File: src/rtl/nvs_pkg.sv
package nvs_pkg;

   // Command codes; the restore codes 1 and 8 stay usable under write protect.
   typedef enum logic [3:0] {
      OP_NOP         = 4'd0,
      OP_RESTORE_ONE = 4'd1,
      OP_STORE_ONE   = 4'd2,
      OP_USER_WR     = 4'd3,
      OP_WIPER_WR    = 4'd4,
      OP_RESTORE_ALL = 4'd8,
      OP_USER_RD     = 4'd9,
      OP_NV_RD       = 4'd10
   } op_e;

   function automatic int max_of(input int a, input int b);
      return (a > b) ? a : b;
   endfunction

endpackage

File: src/rtl/nvs_busy_timer.sv
module nvs_busy_timer #(
   parameter int CNT_W      = 8,
   parameter int RESET_LOAD = 1
) (
   input  logic             clk,
   input  logic             rst_n,
   input  logic             load,
   input  logic [CNT_W-1:0] load_val,
   output logic             busy
);

   logic [CNT_W-1:0] cnt_q;

   always_ff @(posedge clk or negedge rst_n) begin
      if (!rst_n)
         cnt_q <= CNT_W'(RESET_LOAD);
      else if (load)
         cnt_q <= load_val;
      else if (cnt_q != '0)
         cnt_q <= cnt_q - CNT_W'(1);
   end

   assign busy = (cnt_q != '0);

   // the busy window drains one step per cycle
   a_r3_countdown: assert property (@(posedge clk) disable iff (!rst_n)
      (cnt_q != '0 && !load) |=> cnt_q == $past(cnt_q) - CNT_W'(1));

   a_r4_load_makes_busy: assert property (@(posedge clk) disable iff (!rst_n)
      (load && load_val != '0) |=> busy);

endmodule

File: src/rtl/nvs_user_mem.sv
module nvs_user_mem #(
   parameter int DEPTH = 26,
   parameter int AW    = 5,
   parameter int DW    = 8
) (
   input  logic          clk,
   input  logic          rst_n,
   input  logic          wr_en,
   input  logic [AW-1:0] addr,
   input  logic [DW-1:0] wdata,
   output logic [DW-1:0] rdata
);

   logic [DEPTH-1:0][DW-1:0] mem_q;
   logic                     in_range;

   assign in_range = (int'(addr) < DEPTH);

   always_ff @(posedge clk or negedge rst_n) begin
      if (!rst_n)
         mem_q <= '0;
      else if (wr_en && in_range)
         mem_q[addr] <= wdata;
   end

   assign rdata = in_range ? mem_q[addr] : '0;

   // an out-of-range write leaves every byte alone
   a_r7_oob_write_ignored: assert property (@(posedge clk) disable iff (!rst_n)
      (wr_en && !in_range) |=> $stable(mem_q));

   a_r6_write_lands: assert property (@(posedge clk) disable iff (!rst_n)
      (wr_en && in_range) |=> mem_q[$past(addr)] == $past(wdata));

endmodule

File: src/rtl/nvm_wiper_seq.sv
module nvm_wiper_seq
   import nvs_pkg::*;
#(
   parameter int WIPER_W    = 10,
   parameter int ADDR_W     = 5,
   parameter int UMEM_DEPTH = 26,
   parameter int UBYTE_W    = 8,
   parameter int T_STORE    = 2000,
   parameter int T_RESTORE  = 100,
   parameter int T_READ     = 10,
   parameter int T_PRESET   = 7
) (
   input  logic               clk,
   input  logic               rst_n,
   input  logic               cmd_valid,
   input  logic [3:0]         cmd_code,
   input  logic [ADDR_W-1:0]  cmd_addr,
   input  logic [WIPER_W-1:0] cmd_data,
   input  logic               preset_n,
   input  logic               wp_n,
   output logic [WIPER_W-1:0] wiper0,
   output logic [WIPER_W-1:0] wiper1,
   output logic               ready,
   output logic [WIPER_W-1:0] rd_data,
   output logic               cmd_err
);

   localparam int NCH      = 2;
   localparam int MIDSCALE = 1 << (WIPER_W - 1);
   localparam int T_MAX    = max_of(max_of(T_STORE, T_RESTORE), max_of(T_READ, T_PRESET));
   localparam int CNT_W    = $clog2(T_MAX + 1);

   // elaboration checks
   if (UMEM_DEPTH > (1 << ADDR_W)) begin : g_bad_depth
      $error("user memory depth exceeds address range");
   end
   if (UBYTE_W > WIPER_W) begin : g_bad_byte
      $error("user byte wider than read data");
   end
   if (T_STORE < 1 || T_RESTORE < 1 || T_READ < 1 || T_PRESET < 1) begin : g_bad_time
      $error("every duration must be at least one cycle");
   end

   logic                            pr_q;
   logic                            preset_rise;
   logic                            busy;
   logic                            accept;
   logic                            ch;
   logic                            ld_en;
   logic [CNT_W-1:0]                ld_val;
   logic                            do_restore_one, do_restore_all, do_store;
   logic                            do_wwr, do_uwr, do_urd, do_nvrd;
   logic [NCH-1:0][WIPER_W-1:0]     wip_vec, nv_vec;
   logic [UBYTE_W-1:0]              u_rdata;
   logic [WIPER_W-1:0]              rd_q;
   logic                            err_q;

   assign preset_rise = preset_n & ~pr_q;
   assign ready       = ~busy & pr_q;
   assign accept      = cmd_valid & ready;
   assign ch          = cmd_addr[0];

   always_ff @(posedge clk or negedge rst_n) begin
      if (!rst_n) pr_q <= 1'b1;
      else        pr_q <= preset_n;
   end

   always_comb begin
      do_restore_one = 1'b0;
      do_restore_all = 1'b0;
      do_store       = 1'b0;
      do_wwr         = 1'b0;
      do_uwr         = 1'b0;
      do_urd         = 1'b0;
      do_nvrd        = 1'b0;
      ld_en          = 1'b0;
      ld_val         = '0;
      if (accept) begin
         case (cmd_code)
            OP_RESTORE_ONE: begin do_restore_one = 1'b1; ld_en = 1'b1; ld_val = CNT_W'(T_RESTORE); end
            OP_RESTORE_ALL: begin do_restore_all = 1'b1; ld_en = 1'b1; ld_val = CNT_W'(T_RESTORE); end
            OP_STORE_ONE:   if (wp_n) begin do_store = 1'b1; ld_en = 1'b1; ld_val = CNT_W'(T_STORE); end
            OP_USER_WR:     if (wp_n) begin do_uwr = 1'b1; ld_en = 1'b1; ld_val = CNT_W'(T_STORE); end
            OP_WIPER_WR:    if (wp_n) do_wwr = 1'b1;
            OP_USER_RD:     begin do_urd = 1'b1; ld_en = 1'b1; ld_val = CNT_W'(T_READ); end
            OP_NV_RD:       begin do_nvrd = 1'b1; ld_en = 1'b1; ld_val = CNT_W'(T_READ); end
            default: ;
         endcase
      end
      if (preset_rise) begin
         ld_en  = 1'b1;
         ld_val = CNT_W'(T_PRESET);
      end
   end

   nvs_busy_timer #(
      .CNT_W      (CNT_W),
      .RESET_LOAD (T_PRESET)
   ) i_timer (
      .clk      (clk),
      .rst_n    (rst_n),
      .load     (ld_en),
      .load_val (ld_val),
      .busy     (busy)
   );

   // per-channel wiper and backing word
   for (genvar c = 0; c < NCH; c++) begin : g_ch
      logic [WIPER_W-1:0] wip_r, nv_r;
      logic               sel;
      assign sel = (int'(ch) == c);

      always_ff @(posedge clk or negedge rst_n) begin
         if (!rst_n) begin
            wip_r <= WIPER_W'(MIDSCALE);
            nv_r  <= WIPER_W'(MIDSCALE);
         end else begin
            if (preset_rise || do_restore_all || (do_restore_one && sel))
               wip_r <= nv_r;
            else if (do_wwr && sel)
               wip_r <= cmd_data;
            if (do_store && sel)
               nv_r <= wip_r;
         end
      end

      assign wip_vec[c] = wip_r;
      assign nv_vec[c]  = nv_r;
   end

   nvs_user_mem #(
      .DEPTH (UMEM_DEPTH),
      .AW    (ADDR_W),
      .DW    (UBYTE_W)
   ) i_umem (
      .clk   (clk),
      .rst_n (rst_n),
      .wr_en (do_uwr),
      .addr  (cmd_addr),
      .wdata (cmd_data[UBYTE_W-1:0]),
      .rdata (u_rdata)
   );

   always_ff @(posedge clk or negedge rst_n) begin
      if (!rst_n) begin
         rd_q  <= '0;
         err_q <= 1'b0;
      end else begin
         if (do_urd)
            rd_q <= WIPER_W'(u_rdata);
         else if (do_nvrd)
            rd_q <= nv_vec[ch];
         if (cmd_valid && !ready)
            err_q <= 1'b1;
      end
   end

   assign wiper0  = wip_vec[0];
   assign wiper1  = wip_vec[1];
   assign rd_data = rd_q;
   assign cmd_err = err_q;

   // protected strobes leave the backing words untouched
   a_r8_wp_keeps_nv: assert property (@(posedge clk) disable iff (!rst_n)
      (!wp_n && cmd_valid && ready) |=> $stable(nv_vec));

   a_r8_wp_keeps_wiper: assert property (@(posedge clk) disable iff (!rst_n)
      (!wp_n && cmd_valid && ready && cmd_code == OP_WIPER_WR) |=> $stable(wip_vec));

   // a strobe while busy is dropped and flagged
   a_r10_discard: assert property (@(posedge clk) disable iff (!rst_n)
      (cmd_valid && !ready && pr_q) |=> ($stable(wip_vec) && $stable(nv_vec) && cmd_err));

   a_r10_err_sticky: assert property (@(posedge clk) disable iff (!rst_n)
      cmd_err |=> cmd_err);

   // preset rise reloads both wipers and opens a busy window
   a_r9_preset_reload: assert property (@(posedge clk) disable iff (!rst_n)
      (preset_n && !pr_q) |=> (wip_vec == $past(nv_vec)) && !ready);

   // restore of both channels
   a_r4_restore_all: assert property (@(posedge clk) disable iff (!rst_n)
      (cmd_valid && ready && cmd_code == OP_RESTORE_ALL) |=> wip_vec == $past(nv_vec));

   // direct wiper write never drops ready
   a_r2_write_no_busy: assert property (@(posedge clk) disable iff (!rst_n)
      (cmd_valid && ready && wp_n && cmd_code == OP_WIPER_WR) |=> ready);

endmodule

File: config.mk
export PLATFORM = sky130hd
export DESIGN_NAME = nvm_wiper_seq
export DESIGN_NICKNAME = d
export VERILOG_FILES = /design/src/rtl/nvs_pkg.sv /design/src/rtl/nvs_busy_timer.sv /design/src/rtl/nvs_user_mem.sv /design/src/rtl/nvm_wiper_seq.sv
export SDC_FILE = /design/constraint.sdc
export NUM_CORES = 1
export LEC_CHECK = 0
export ABC_AREA = 1
export BUFFER_PORTS_ARGS = -buffer_cell sky130_fd_sc_hd__buf_4
export CAP_MARGIN = 20
export CELL_PAD_IN_SITES_DETAIL_PLACEMENT = 1
export CELL_PAD_IN_SITES_GLOBAL_PLACEMENT = 2
export CORE_MARGIN = 8
export CORE_UTILIZATION = 40
export DETAILED_ROUTE_END_ITERATION = 8
export PLACE_DENSITY = 0.89
export SYNTH_ARGS = -nofsm -noshare
export SYNTH_HDL_FRONTEND = slang
export SYNTH_SLANG_ARGS = --single-unit
File: constraint.sdc
create_clock -name clk -period 4.2 [get_ports clk]
set_clock_uncertainty 0.2 [all_clocks]
set_input_delay 0.21 -clock clk [delete_from_list [all_inputs] [get_ports clk]]
set_output_delay 0.21 -clock clk [all_outputs]
set_load 0.005 [all_outputs]
* Word level (Yosys, flattened, before mapping) *
Index checks and enable logic that the tools add are counted.

cells by class
  reduce and logical (&&, ||, !) cells = 22
  equal/unequal tests = 7
  add/sub/neg operators = 1
  magnitude comparators = 4
  bitwise operators = 6
  mux-type cells = 38

operators with widths
  operator                                                           count
  bitwise mux 208 bit                                                1
  two-way mux 10 bit                                                 8
  two-way mux 11 bit                                                 5
  binary-select mux 8 bit (select 5 bit)                             1
  demux 8 bit (select 5 bit)                                         1
  case mux 11 bit (3 select lines)                                   1
  two-way mux 8 bit                                                  3
  two-way mux 1 bit                                                  17
  equality test 4 bit, second input constant                         3
  nonzero test 11 bit                                                1
  subtractor 11 x 1 -> 11 bit, second input constant                 1
  logical AND 1 bit                                                  9
  equality test 4 x 2 -> 1 bit, second input constant                2
  nonzero test 2 bit                                                 4
  < comparator 5 x 6 -> 1 bit, second input constant                 1
  OR reduction 2 bit                                                 3
  greater-or-equal comparator 5 x 1 -> 1 bit, second input constant  1
  < comparator 5 bit, second input constant                          1
  equality test 4 x 1 -> 1 bit, second input constant                1
  equality test 4 x 3 -> 1 bit, second input constant                1
  OR reduction 4 bit                                                 1
  AND 1 bit                                                          3
  logical OR 1 bit                                                   3
  inverter 1 bit                                                     3
  3 further kinds                                                    3

word-level totals
  word-level logic and storage cells = 112
  flip-flop bits (word level) = 271
  output and inout port bits = 32

* Logic depth before layout (Yosys ltp) *
  depth in word-level cells = 8
  gate-level depth with buffers = 14

* Modules after synthesis *
A second synthesis with hierarchy kept.

unflattened totals
  cells, all modules = 1793
  area total of the unflattened synthesis = 13362.8 um^2

by module, submodules not included
  module          sequential area each (um^2)  cells an instance  area each (um^2)  instances
  nvs_user_mem    5205.0                       1309               9666.8            1
  nvm_wiper_seq   1307.5                       376                2934.1            1
  nvs_busy_timer  279.0                        108                762.0             1

* Least setup slack after synthesis *
Ideal clock, no wire load.

  path kind = register -> register
  start = register i_timer.cnt_q[0]
  end = register i_umem.mem_q[22] (netlist name)
  cell stages (with the launch flop) = 14
  setup slack = 2.027 ns
  period minus slack after synthesis = 2.173 ns
  arrival time = 1.844 ns
  cells stage by stage = dfstp_2 inv_1 ha_1 nand2_1 nor2_2 nand3_1 nor2_1 nand2_2 inv_4 buf_12 nand3_4 buf_6 nand2_1 o21ai_2

between the ends
  word-level cells in the longest chain between the ends = 6

RTL lines
  item                            line                  source
  start: declaration              nvs_busy_timer.sv:12  logic [CNT_W-1:0] cnt_q;
  start signal: assignment        nvs_busy_timer.sv:16  cnt_q <= CNT_W'(RESET_LOAD);
  start signal: assignment        nvs_busy_timer.sv:18  cnt_q <= load_val;
  start signal: assignment        nvs_busy_timer.sv:20  cnt_q <= cnt_q - CNT_W'(1);
  nonzero test 11 bit             nvs_busy_timer.sv:23  assign busy = (cnt_q != '0);
  inverter 1 bit                  nvm_wiper_seq.sv:59   assign ready = ~busy & pr_q;
  AND 1 bit                       nvm_wiper_seq.sv:59
  AND 1 bit                       nvm_wiper_seq.sv:60   assign accept = cmd_valid & ready;
  two-way mux 1 bit               nvm_wiper_seq.sv:78   if (accept) begin
  logical AND 1 bit               nvs_user_mem.sv:22    else if (wr_en && in_range)
  end signal: indexed assignment  nvs_user_mem.sv:23    mem_q[addr] <= wdata;
  end: declaration                nvs_user_mem.sv:14    logic [DEPTH-1:0][DW-1:0] mem_q;

Every way passes these cells.
A chain may end at the register's enable or synchronous reset.

* Final worst setup path *
  start = register i_timer.cnt_q[0]
  end = register i_umem.mem_q[91] (netlist name)

Same word-level chain as after synthesis.

==> impl_metrics.tcl <==
set metrics [dict create \
    core_region_area_sq_mm 0.03362 \
    min-delay-path-class "in -> reg" \
    outcome "completed" \
    final-max-slew-violation-count 0 \
    crit_path_arrival_time_ns 3.09 \
    reg2reg_slack_ns 1.26 \
    area_growth_pct 13.87 \
    leakagePower_uw 0.007864 \
    tightest_slew_ns 1.131 \
    post_cts.repair.setup_buffers 0 \
    multi_input_area_sq_mm 0.006048 \
    yosysSeqAreaShare_pct 49.58 \
    chipHeight_um 201.1 \
    path_cells "inv_1 > ha_1 > nand2_1 > nor2_2 > nand3_1 > nor2_1 > nand2_2 > inv_4 > nand3_2 > nand2_1 > o21ai_1" \
    initial_utilization_pct 40.75 \
    grt_pass1_wl_mm 70.24 \
    setup_violations 0 \
    syn-cell-area_sq_mm 0.01370 \
    detail_route.wirelength_mm 42.38 \
    pwr_density_cell_mw_per_mm2 413.4 \
    worstHoldStart "cmd_code[2]" \
    std_cell_rows 67 \
    criticalPathCategory "reg -> reg" \
    antenna_found_initial 0 \
    number_of_buffers_inserted_for_hold_repair_after_clock_tree_synthesis 13 \
    synthesis.yosys.warnings 0 \
    grt_max_degree 110 \
    postCtsResizedCells 0 \
    number_of_register_bits_inferred_by_synthesis 271 \
    rsz0062_at_grt "false" \
    crit_top_cell "nand2_1" \
    timing.critical_path.from_type "flop" \
    fin_ws_ns 1.262 \
    hpwl_mm 27.56 \
    worst_ep_required_time_ns 4.35 \
    ctsHtreeMaxLevel 2 \
    synthCells 1824 \
    layout_worst_path_cycle_share_pct 69.94 \
    hold_violations 0 \
    totalNegativeSetupSlack_ns 0 \
    tritoncts "done" \
    critical-path-top-delay-family "simple AND/OR/NAND/NOR gates" \
    drt_drc_violations_left 0 \
    cts.clk_slew.worst_paths_ns 0.05 \
    drive_above_1_share_pct 10.99 \
    worst_skew_pair.late_latency_ns 0.51 \
    maxClockFrequency_mhz 340.4 \
    cp_slowest_cell "dfstp_2" \
    crit_path_start "i_timer.cnt_q[0]$_DFFE_PN1P_" \
    layout.area.seq_sq_mm 0.006792 \
    routedWlPerCell_um 18.24 \
    cts.path.max_buffers 3 \
    numCtsBuffers 34 \
    gr-usage-all-layers_pct 21.23 \
    fp.dieArea_sq_mm 0.04042 \
    routed_via_density 5.159 \
    drt_iter0_markers 632 \
    first_global_vias 12510 \
    cp-end-kind "flop" \
    post_synth_cell_types 35 \
    vias 11980 \
    slew-limit-headroom_pct 24.52 \
    dpl_worst_slack_ns 1.256 \
    yosys.area.top_type "dfrtp_1" \
    numPortBuffers 55 \
    synth_area_leaders "dfrtp_1 48%, nand2_1 24%, o21ai_0 4.8%, o21ai_1 2.9%, nand3_1 2.8%" \
    layout.filler_cells 4132 \
    critical-path-max-stage-delay_ns 0.39 \
    clock-root-buffer "clkbuf_16" \
    netlist.area_leader.share_pct 48.05 \
    ios 56 \
    crit-reg2reg-launch "i_timer.cnt_q[0]$_DFFE_PN1P_" \
    peakVddDrop_mv 0.2116 \
    synth.net_count 1850 \
    design.final.nets 1876 \
    max-cap-violations 0 \
    count_of_tritonroute_iterations_in_the_first_routing_pass 5 \
    cts.sink_count 271 \
    path_buf_inv 2 \
    worst_path_maximum_fanout 19 \
    antenna_left 0 \
    average_instance_area_after_synthesis_sq_um 7.510 \
    die-width_um 201.1 \
    shortest_period_the_worst_path_allows_ns 2.938 \
    routabilityCongestion 0.7804 \
    globalRoute.totalOverflow 0 \
]
## layout make-up
class | instances | share of cell area, %
repair buffers | 95 | 4.990
inverters | 92 | 2.238
clock inverters | 2 | 0.08022
diodes | 1 | 0.01604
flip-flops and latches | 271 | 43.54
multi-input cells | 1356 | 38.78
clock buffers | 58 | 6.762
well taps | 448 | 3.594
## routing by layer
metal	global-route usage, %	vias up	share of wire, %
met2	34.95	186	48
li1	-	5838	-
met5	0	-	0
met4	4.520	0	1.7
met1	29.54	5901	47
met3	2.727	59	3.7
## kinds of logic (layout without fill, tap and decap cells)
kind of cell             Yosys count  after routing  synth area share [%]
AO/OA/AOI/OAI                    258            258                 10.33
other                              0              1                     0
AND/OR/NAND/NOR                 1088           1088                 33.07
adder cells (fa/ha/maj)            2              2                0.1827
buffers and inverters            197            247                 6.321
XOR/XNOR                           8              8                0.5115
flip-flops                       271            271                 49.58
## tightest hold or removal path, delay by kind of cell
kind,cells,cell delay [ns]
compound gates,1,0.08
buf+inv,3,0.21
simple gates,4,0.25
## report_power, final
| part | switching [uW] | leakage, uW | internal (uW) |
|---|---|---|---|
| Clock | 1110 | 0.000515 | 1700 |
| Combinational | 521 | 0.00364 | 274 |
| Sequential | 108 | 0.00371 | 2730 |
## state kept, by name, summed over array words and instances, names as in the netlist
signal / flops
rd_data: 10
g_ch.nv_r: 20
pr_q: 1
cmd_err: 1
wiper1: 10
i_umem.mem_q: 208
wiper0: 10
i_timer.cnt_q: 11
## final timing paths
path | to | depth (start not counted)
setup / recovery | i_umem.mem_q[91]$_DFFE_PN0P_ | 11
hold / removal | i_timer.cnt_q[5]$_DFFE_PN0P_ | 8
setup reg to reg | i_umem.mem_q[91]$_DFFE_PN0P_ | 11
hold reg to reg | rd_data[8]$_DFFE_PN0P_ | 2
max in group asynchronous | wiper0[7]$_DFFE_PN0P_ | 3
min in group asynchronous | i_umem.mem_q[147]$_DFFE_PN0P_ | 2
## cells in the mapped netlist
library cell and instances:
nand3_2 9, o211ai_1 1, o31ai_1 2, nand2_1 870
nor3_1 7, or2_2 1, o21ai_1 80, nand3_4 10
xor2_1 5, buf_6 10, clkbuf_1 55, buf_2 26
a31oi_1 1, inv_4 1, dfrtp_1 263, nor3_2 2
nand2_2 4, nand3_1 78, xnor2_1 3, inv_2 2
ha_1 2, nand4_2 1, o21ai_2 30, nor4_1 1
a21oi_1 11, nor2_4 4, buf_12 1, nor2_1 69
o21ai_0 132, dfstp_2 8, nand4_1 27, buf_1 13
nor2_2 5, o21bai_1 1, inv_1 89
## metrics by stage
stage	hold slack, ns	cell area, sq um	total power (uW)	std cells	utilization, %
finish	0.06775	15600	6449	2323	46.40
detailed placement	0.09275	14400	3683	2249	42.83
global placement	0.08958	14400	3657	2249	42.83
CTS	0.05230	15600	6530	2322	46.39
floorplan	-0.2856	13700	3306	1824	-
global route	0.1517	15600	6736	2322	46.39
## placed cells by master (no fill, tap or decap), types with 30 or more instances in the layout
master,n
o21ai_2,30
nand3_1,78
clkbuf_16,37
o21ai_1,80
inv_1,88
nor2_1,68
buf_4,79
nand2_1,870
o21ai_0,132
dfrtp_1,263
(Power assumes the default switching activity.)
